<file path="src/rtl/line_code_pkg.sv">
package line_code_pkg;
  typedef enum logic {
    CODE_SPLIT = 1'b0,
    CODE_TRANS = 1'b1
  } code_e;

  typedef struct packed {
    code_e mode;
    logic  data;
  } bit_req_t;
endpackage

</file>
<file path="src/rtl/lc_phase_gen.sv">
module lc_phase_gen (
  input  logic clk,
  input  logic rst,
  output logic phase
);
  always_ff @(posedge clk) begin
    if (rst) phase <= 1'b0;
    else     phase <= ~phase;
  end
endmodule

</file>
<file path="src/rtl/lc_bit_latch.sv">
module lc_bit_latch
  import line_code_pkg::*;
(
  input  logic     clk,
  input  logic     rst,
  input  logic     load,
  input  bit_req_t req_in,
  output bit_req_t req_q
);
  always_ff @(posedge clk) begin
    if (rst)       req_q <= '{mode: CODE_SPLIT, data: 1'b0};
    else if (load) req_q <= req_in;
  end
endmodule

</file>
<file path="src/rtl/lc_level_calc.sv">
module lc_level_calc
  import line_code_pkg::*;
(
  input  bit_req_t req,
  input  logic     second_half,
  input  logic     cur_level,
  output logic     next_level
);
  always_comb begin
    unique case (req.mode)
      CODE_SPLIT: next_level = second_half ? ~req.data : req.data;
      CODE_TRANS: next_level = second_half ? cur_level : (cur_level ^ req.data);
      default:    next_level = cur_level;
    endcase
  end
endmodule

</file>
<file path="src/rtl/nrz_line_coder.sv">
module nrz_line_coder
  import line_code_pkg::*;
#(
  parameter logic IDLE_LEVEL = 1'b0
) (
  input  logic clk,
  input  logic rst,
  input  logic nrzi_sel,
  input  logic nrz_in,
  output logic half_phase,
  output logic line_out
);
  logic     phase_q;
  logic     bit_start;
  bit_req_t in_req;
  bit_req_t held_req;
  bit_req_t use_req;
  logic     level_d;
  logic     line_q;
  logic     held_trans;

  lc_phase_gen u_phase (
    .clk   (clk),
    .rst   (rst),
    .phase (phase_q)
  );

  assign bit_start = ~phase_q;
  assign in_req    = '{mode: code_e'(nrzi_sel), data: nrz_in};

  lc_bit_latch u_latch (
    .clk    (clk),
    .rst    (rst),
    .load   (bit_start),
    .req_in (in_req),
    .req_q  (held_req)
  );

  // First half uses the request being captured; second half uses the held one.
  assign use_req = bit_start ? in_req : held_req;

  lc_level_calc u_calc (
    .req         (use_req),
    .second_half (phase_q),
    .cur_level   (line_q),
    .next_level  (level_d)
  );

  always_ff @(posedge clk) begin
    if (rst) line_q <= IDLE_LEVEL;
    else     line_q <= level_d;
  end

  assign held_trans = (held_req.mode == CODE_TRANS);
  assign half_phase = phase_q;
  assign line_out   = line_q;
endmodule

</file>
<file path="config.mk">
export PLATFORM = sky130hd
export DESIGN_NAME = nrz_line_coder
export DESIGN_NICKNAME = d
export VERILOG_FILES = /design/src/rtl/line_code_pkg.sv /design/src/rtl/lc_phase_gen.sv /design/src/rtl/lc_bit_latch.sv /design/src/rtl/lc_level_calc.sv /design/src/rtl/nrz_line_coder.sv
export SDC_FILE = /design/constraint.sdc
export NUM_CORES = 1
export LEC_CHECK = 0
export BUFFER_PORTS_ARGS = -buffer_cell sky130_fd_sc_hd__buf_4
export CORE_AREA = 4 4 41 43
export DETAILED_ROUTE_END_ITERATION = 8
export DIE_AREA = 0 0 45 47
export SLEW_MARGIN = 20
export SYNTH_ARGS = -nofsm -noshare
export SYNTH_HDL_FRONTEND = slang
export SYNTH_SLANG_ARGS = --single-unit
</file>
<file path="constraint.sdc">
create_clock -name clk -period 1.08 [get_ports clk]
set_input_delay 0.216 -clock clk [delete_from_list [all_inputs] [get_ports clk]]
set_output_delay 0.216 -clock clk [all_outputs]
set_load 0.01 [all_outputs]
</file>
==> results of run 1 <==
metal layers:
layer | share of wire | vias to the layer above | GRT usage
met4 | 0 | 0 | 0.0702
li1 | - | 70 | -
met1 | 0.36 | 58 | 0.0342
met2 | 0.43 | 8 | 0.0508
met3 | 0.21 | 0 | 0.0345
met5 | 0 | - | 0
per-stage QoR:
stage	cell area, µm²	total power [mW]
3_3_place_gp	211	0.222
2_1_floorplan	148	0.194
5_1_grt	234	0.427
6_report	234	0.400
3_5_place_dp	211	0.222
4_1_cts	234	0.416
cell families (layout without fill, tap and decap cells):
group,after synthesis,after routing,share of synthesized area
DFF,4,4,0.542
muxes,1,1,0.0678
and+or+nand+nor,6,6,0.203
AOI/OAI and AO/OA,3,3,0.161
buffers and inverters,1,10,0.0254
worst max path at each step:
stage | to | depth (start not counted) | slack (ps) | startpoint
2_1_floorplan | line_out$_SDFFE_PP0P_ | 3 | 20 | u_phase.phase$_SDFF_PP0_
3_3_place_gp | line_out$_SDFFE_PP0P_ | 3 | 80 | u_phase.phase$_SDFF_PP0_
3_5_place_dp | line_out$_SDFFE_PP0P_ | 3 | 70 | u_phase.phase$_SDFF_PP0_
4_1_cts | line_out$_SDFFE_PP0P_ | 3 | 70 | u_phase.phase$_SDFF_PP0_
5_1_grt | line_out$_SDFFE_PP0P_ | 3 | 20 | u_phase.phase$_SDFF_PP0_
6_report | line_out$_SDFFE_PP0P_ | 3 | 80 | u_phase.phase$_SDFF_PP0_
sequential cells by signal (all words and copies together) (netlist names):
signal         flops
u_latch.req_q      2
u_phase.phase      1
line_out           1
power by group:
part | leakage [nW] | internal (mW) | total, mW | switching, mW
logic | 0.0567 | 0.0302 | 0.0507 | 0.0205
clock network | 0.0138 | 0.124 | 0.182 | 0.0576
registers | 0.0333 | 0.160 | 0.168 | 0.00739
worst max-delay path: stages, from the launching register on:
cell and delay [ps]:
dfxtp_1 360, mux2i_1 240, nor2_2 50, a32o_1 240
layout by cell type (no fill, tap or decap):
cell / instances
mux2i_1: 1
buf_4: 6
nor2_2: 1
o2bb2ai_1: 1
nand2b_1: 1
nand2_1: 1
inv_1: 1
nor2_1: 2
dfxtp_1: 4
and2_1: 1
clkbuf_4: 3
a32o_1: 1
a21oi_1: 1
cell type report:
type,count,area (µm²),area share
clock buffers,3,22.5,0.0963
inverters,1,3.75,0.0160
multi-input cells,10,63.8,0.273
flip-flops and latches,4,80.1,0.342
well taps,15,18.8,0.0802
repair buffers,6,45.0,0.193
==> impl_results.md, run 1 <==
- Most area-hungry cell type in the Yosys netlist: dfxtp_1
- ANT cells: 0
- Post-synthesis sequential area ratio: 0.542
- Port bufs: 5
- Hold Crit Endpoint: u_phase.phase$_SDFF_PP0_
- Finished Layout Cells: 39
- Top FF cell, synth: dfxtp_1
- Fin Hold WS: 168 ps
- Post-route ant nets: 0
- Max IR drop VDD: 0.235 mV
- Mean routed wirelength per cell: about 7.8 µm
- Capturing point of the worst reg2reg path: line_out$_SDFFE_PP0P_
- Layout cells sized above 1: 0.417
- Die span in y: 47 µm
- Final Critical Period: 1000 ps
- Layout area overhead: 58.5%
- Slew @ Worst Pin: 170 ps
- Fin. Hold Viols: 0
- Post-DP HPWL: 228 µm
- Critical hold path startpoint: rst
- Syn. warnings: 0
- FF-to-FF Start: u_phase.phase$_SDFF_PP0_
- Congestion Overflow GR: 0
- Layout Nets: 30
- WL final: 305 µm
- Vias per inst: between 3 and 4
- Initial Util: 0.113
- TritonCTS clock tree: done
- Rows: 13
- Worst R2R Path Depth: 3
- Hold buffers post-CTS: 0
- Count leader, synth: dfxtp_1
- Crit path arrival time: 1120 ps
- Clock-pin slew on the worst setup and hold paths: around 40 ps
- Tightest Hold Check Type: primary input to flop
- Final Max Tran Viols: 0
- Post-CTS Resized: 0
- Startpoint Class: flop
- Synthesized area: 148 µm²
- Synth Instances: 15
- # DRC: 0
- Largest net degree at the start of global routing: 5
- Io pins: 6
- Async S/R FF share, synth: 0
- # fillers: approximately 150
- Post-synth EDFFs: 0
- Pwr/cell area: 1710 nW/µm²
- Post-synth top cells: dfxtp_1 (4), nor2_1 (2)
- Hold Path Cell Cnt: 2
- Syn Nets: 19
- Post-synth top area share: 0.542
- Via count: 136
- Setup TNS: 0 ps
- Die Footprint: 2120 µm²
- Core box area: 1300 µm²
- Worst setup path category: flop to flop
- Vias in the first global route: 141
- Post-route setup slack: 76.8 ps
- Inst Count DP: 36
- Inserted Clock Buffers: 3
- Worst-Skew Late Latency: ~230 ps
- H-Tree Depth: 1
- Critical Path Sink Type: flop
- 1st-iter DRT viols: 4
- Mean post-synth cell area: 9.84 µm²
- R2r setup slk: 80 ps
- Clock Skew: 1.08 ps
- Total GRT Usage: 0.0427
- Final Cycle Share: 0.929
- Top area cells in the synthesized netlist: dfxtp_1 (54%), a32o_1 (6.8%), mux2i_1 (6.8%)
- Final Util: 0.180
- Initial antenna violation count: 0
- Status: finished clean
- Synthesized flop and latch total: 4
- Final GP Congestion: between 0.7 and 0.8
- Slew margin rel.: 0.884
- Root Buffer: clkbuf_4
- Yosys cell types: 11
- Clock sink total: 4
- Maximum clock frequency: 997 MHz
- Chip Width: 45 µm
- Critical Path RT: 1200 ps
- Drt first pass iters: 4
- Final setup fails: 0
- Post-Place Worst Slack: 69.7 ps
- Leakage: 0.104 nW
- Max-cap check violation count: 0
- Global-route wire length before repair: 517 µm
- RSZ-0062 raised after global routing: no
- Post-CTS setup buffer count: 0
- CP max FO: 4
- CTS Buffer Depth: 2
Note: power is estimated with default switching activity, not from simulation.
==> inputs of run 2 (changes only) <==
==> constraint.sdc (replaced) <==
create_clock -name clk -period 1.3 [get_ports clk]
set_input_delay 0.195 -clock clk [delete_from_list [all_inputs] [get_ports clk]]
set_output_delay 0.195 -clock clk [all_outputs]
set_load 0.01 [all_outputs]
==> impl_results.md, run 2 (same netlist as run 1, synthesis figures left out) <==
- Status: finished clean
- Hold Crit Endpoint: u_phase.phase$_SDFF_PP0_
- Global-route wire length before repair: 476 µm
- Initial Util: 0.113
- Clock Skew: 0.0641 ps
- H-Tree Depth: 1
- R2r setup slk: around 240 ps
- CTS Buffer Depth: 2
- Clock-pin slew on the worst setup and hold paths: 40 ps
- Post-CTS setup buffer count: 0
- Chip Width: 45 µm
- Slew margin rel.: 0.891
- Port bufs: 5
- Final Cycle Share: 0.817
- Post-route setup slack: 238 ps
- Critical Path Sink Type: flop
- Vias in the first global route: 129
- TritonCTS clock tree: done
- Post-DP HPWL: 225 µm
- Startpoint Class: flop
- Top reg by flops: u_latch.req_q
- FF-to-FF Start: u_phase.phase$_SDFF_PP0_
- Die Footprint: 2120 µm²
- Final GP Congestion: 0.767
- Post-route ant nets: 0
- Logic pwr share: 0.118
- Layout cells sized above 1: 0.391
- Via count: 130
- Rows: 13
- WL final: 299 µm
- Psw: between 60 and 70 µW
- Leakage: 0.0988 nW
- Max reg flops: 2
- Most frequent cells in the layout: buf_4 (5), dfxtp_1 (4), clkbuf_4 (3)
- CP max FO: 6
- Post-CTS Resized: 0
- Most common cell after layout, fill and taps aside: buf_4
- Setup TNS: 0 ps
- Switching Share: 0.208
- Clock sink total: 4
- Pwr/cell area: 1440 nW/µm²
- Worst-Skew Late Latency: ~230 ps
- Mean routed wirelength per cell: 7.87 µm
- Initial antenna violation count: 0
- Worst setup path category: flop to flop
- Max IR drop VDD: 0.161 mV
- Die span in y: 47 µm
- Final setup fails: 0
- Final Max Tran Viols: 0
- Hold buffers post-CTS: 0
- Crit path arrival time: 1180 ps
- Layout Nets: 29
- Post-Place Worst Slack: ~230 ps
- Critical Path RT: 1420 ps
- Core box area: 1300 µm²
- Io pins: 6
- Drt first pass iters: 1
- Max-cap check violation count: 0
- Clk pwr share: 0.452
- Inserted Clock Buffers: 3
- Crit path launch: u_phase.phase$_SDFF_PP0_
- Critical hold path startpoint: rst
- Hold Path Cell Cnt: 2
- ANT cells: 0
- 1st-iter DRT viols: 0
- RSZ-0062 raised after global routing: no
- Maximum clock frequency: 942 MHz
- Largest net degree at the start of global routing: 7
- Slew @ Worst Pin: 159 ps
- Vias per inst: 3.42
- Root Buffer: clkbuf_4
- Worst R2R Path Depth: 3
- Final Critical Period: 1060 ps
- Internal: 259 µW
- Tightest Hold Check Type: primary input to flop
- Layout area overhead: 53.4%
- Capturing point of the worst reg2reg path: line_out$_SDFFE_PP0P_
- Sequential share of power: 0.429
- Fin. Hold Viols: 0
- Total GRT Usage: 0.0410
- Congestion Overflow GR: 0
- # DRC: 0
[run 2: cell count changes in the layout (fill, tap and decap cells not counted), sizes merged]
cell | previous run | this run
buf | 6 | 5
[run 2: worst max-delay path, stage by stage, from the launching register on]
cell and delay [ps]:
dfxtp_1 410, mux2i_1 240, nor2_2 50, a32o_1 250
[run 2: worst max path at each step]
stage          slack (ps)                    end
2_1_floorplan         240  line_out$_SDFFE_PP0P_
3_3_place_gp          250  line_out$_SDFFE_PP0P_
3_5_place_dp          230  line_out$_SDFFE_PP0P_
4_1_cts               220  line_out$_SDFFE_PP0P_
5_1_grt               180  line_out$_SDFFE_PP0P_
6_report              240  line_out$_SDFFE_PP0P_
[run 2: cell type report]
cell class | count | area (µm²)
clock buffer | 3 | 22.5
fill | 161 | 1070
inverter | 1 | 3.75
multi-input combinational | 10 | 63.8
sequential | 4 | 80.1
tap | 15 | 18.8
timing repair buffer | 5 | 37.5
[run 2: per-stage QoR]
stage | hold slack, ps | total power [mW] | util | instance area (µm²) | instances
floorplan | 262 | 0.161 | - | 148 | 15
global placement | 395 | 0.181 | 0.157 | 204 | 35
detailed placement | 397 | 0.182 | 0.157 | 204 | 35
CTS | 150 | 0.338 | 0.174 | 226 | 38
global route | 161 | 0.354 | 0.174 | 226 | 38
finish | 161 | 0.327 | 0.174 | 226 | 38
[run 2: layer usage]
metal / part of all wire / wire length (µm) / global-route usage / vias up
met4: 0 / 0 / 0.0702 / 0
li1: - / - / - / 71
met5: 0 / 0 / 0 / -
met2: 0.42 / 126 / 0.0395 / 5
met3: 0.16 / 48 / 0.0498 / 0
met1: 0.42 / 125 / 0.0295 / 54
[run 2: power by group through the flow]
stage                     Clock, mW  Combinational, mW  Sequential [mW]
final                         0.148             0.0385            0.140
after CTS                     0.158             0.0394            0.140
after detailed placement          0             0.0393            0.142
after global placement            0             0.0392            0.142
after floorplan                   0             0.0169            0.144
after global routing          0.169             0.0434            0.142
==> inputs of run 3 (changes only) <==
==> constraint.sdc (replaced) <==
create_clock -name clk -period 0.9 [get_ports clk]
set_input_delay 0.135 -clock clk [delete_from_list [all_inputs] [get_ports clk]]
set_output_delay 0.135 -clock clk [all_outputs]
set_load 0.01 [all_outputs]
==> impl_results.md, run 3 (same netlist as run 1, synthesis figures left out) <==
- Largest net degree at the start of global routing: 5
- Final Cycle Share: 1.03
- Chip Width: 45 µm
- Via count: 141
- Tot Pwr: 512 µW
- Failing checks: setup timing
- Root Buffer: clkbuf_4
- Core box area: 1300 µm²
- Most common cell after layout, fill and taps aside: buf_4
- Final setup fails: 2
- Worst-Skew Late Latency: around 230 ps
- Layout area overhead: 73.7%
- Post-DP HPWL: 252 µm
- Status: finished, violations left
- CTS Buffer Depth: 2
- FF-to-FF Start: u_phase.phase$_SDFF_PP0_
- Global-route wire length before repair: 524 µm
- Leakage: 0.113 nW
- Top reg by flops: u_latch.req_q
- Pwr/cell area: approximately 2000 nW/µm²
- Max IR drop VDD: 0.258 mV
- Capturing point of the worst reg2reg path: line_out$_SDFFE_PP0P_
- Clock sink total: 4
- Clock-pin slew on the worst setup and hold paths: about 40 ps
- Layout Nets: 31
- CP max FO: 3
- TritonCTS clock tree: done
- Inserted Clock Buffers: 3
- Io pins: 6
- Slew @ Worst Pin: 163 ps
- Worst setup path category: flop to output port
- Vias in the first global route: approximately 140
- Hold buffers post-CTS: 0
- Congestion Overflow GR: 0
- Area of the multi-input gates: around 64 µm²
- Final Critical Period: 931 ps
- Die span in y: 47 µm
- # DRC: 0
- Tightest Hold Check Type: primary input to flop
- Drt first pass iters: 3
- Total GRT Usage: 0.0442
- Sequential Area: 83.8 µm²
- Max reg flops: 2
- Post-route setup slack: -31.4 ps
- H-Tree Depth: 1
- Worst R2R Path Depth: 3
- ANT cells: 0
- # fillers: 159
- 1st-iter DRT viols: 5
- Maximum clock frequency: between 1000 and 1500 MHz
- Post-Place Worst Slack: -55.8 ps
- Die Footprint: 2120 µm²
- Startpoint Class: flop
- RSZ-0062 raised after global routing: yes
- Crit path launch: u_phase.phase$_SDFF_PP0_
- R2r setup slk: -30 ps
- Crit path arrival time: about 800 ps
- Clock Skew: approximately 2.8 ps
- Initial antenna violation count: 0
- Critical Path RT: 760 ps
- Final GP Congestion: 0.692
- Fin. Hold Viols: 0
- CP endpoint: half_phase
- Post-route ant nets: 0
- Initial Util: 0.113
- Max-cap check violation count: 0
- Port bufs: 5
- Mean routed wirelength per cell: 7.76 µm
- Most frequent cells in the layout: buf_4 (5), clkbuf_4 (3), dfxtp_1 (3)
- Critical Path Sink Type: output port
- Layout cells sized above 1: 0.462
- Slew margin rel.: 0.888
- Final Max Tran Viols: 0
- Vias per inst: 3.44
- Rows: 13
- WL final: 318 µm
[run 3: cell types whose count changed in the layout (fill, tap and decap cells not counted)]
cell / change
buf_6: +2
clkbuf_1: +1
dfxtp_1: -1
dfxtp_4: +1
[run 3: repair_timing]
action / CTS / global route
setup endpoints to repair: 2 / 2
setup buffers: 1 / 0
hold endpoints to repair: 0 / 0
gates resized for setup: 2 / 0
pin swaps: 2 / 0
[run 3: report_power, final]
group,internal [mW],switching [mW]
clock,0.166,0.0748
combinational,0.0436,0.0270
sequential,0.192,0.00896
total,0.402,0.111
[run 3: worst min-delay path by stage]
stage,startpoint,slack (ps),endpoint,depth (start not counted)
3_5_place_dp,rst,320,u_phase.phase$_SDFF_PP0_,2
6_report,rst,80,u_phase.phase$_SDFF_PP0_,2
4_1_cts,rst,70,u_phase.phase$_SDFF_PP0_,2
5_1_grt,rst,80,u_latch.req_q[0]$_SDFF_PP0_,2
2_1_floorplan,rst,190,u_phase.phase$_SDFF_PP0_,1
3_3_place_gp,rst,320,u_phase.phase$_SDFF_PP0_,2
[run 3: critical path, stage by stage, from the launching register on]
cell,delay (ps)
dfxtp_4,340
buf_6,110
buf_6,110
[run 3: area by class of cell]
class                      count  share of cell area
tap                           15              0.0732
sequential                     4               0.327
inverter                       1              0.0146
clock buffer                   4               0.102
multi-input combinational     10               0.249
timing repair buffer           7               0.234
[run 3: per-layer routing]
metal  wire [µm]  share of wire  up-vias  GRT usage
met5           0              0        -          0
met1         113           0.36       63     0.0272
li1            -              -       74          -
met3          46           0.14        0     0.0460
met4           0              0        0     0.0702
met2         158           0.50        4     0.0565
[run 3: metrics by stage]
step	std cells	hold WS [ps]	utilization	setup TNS, ps	area [µm²]
3_5_place_dp	36	323	0.165	-55.8	215
6_report	41	76.5	0.197	-60.7	256
5_1_grt	41	76.3	0.197	-153	256
4_1_cts	41	68.2	0.197	-86.7	256
2_1_floorplan	15	192	-	-65.6	151
3_3_place_gp	36	316	0.165	-61.6	215
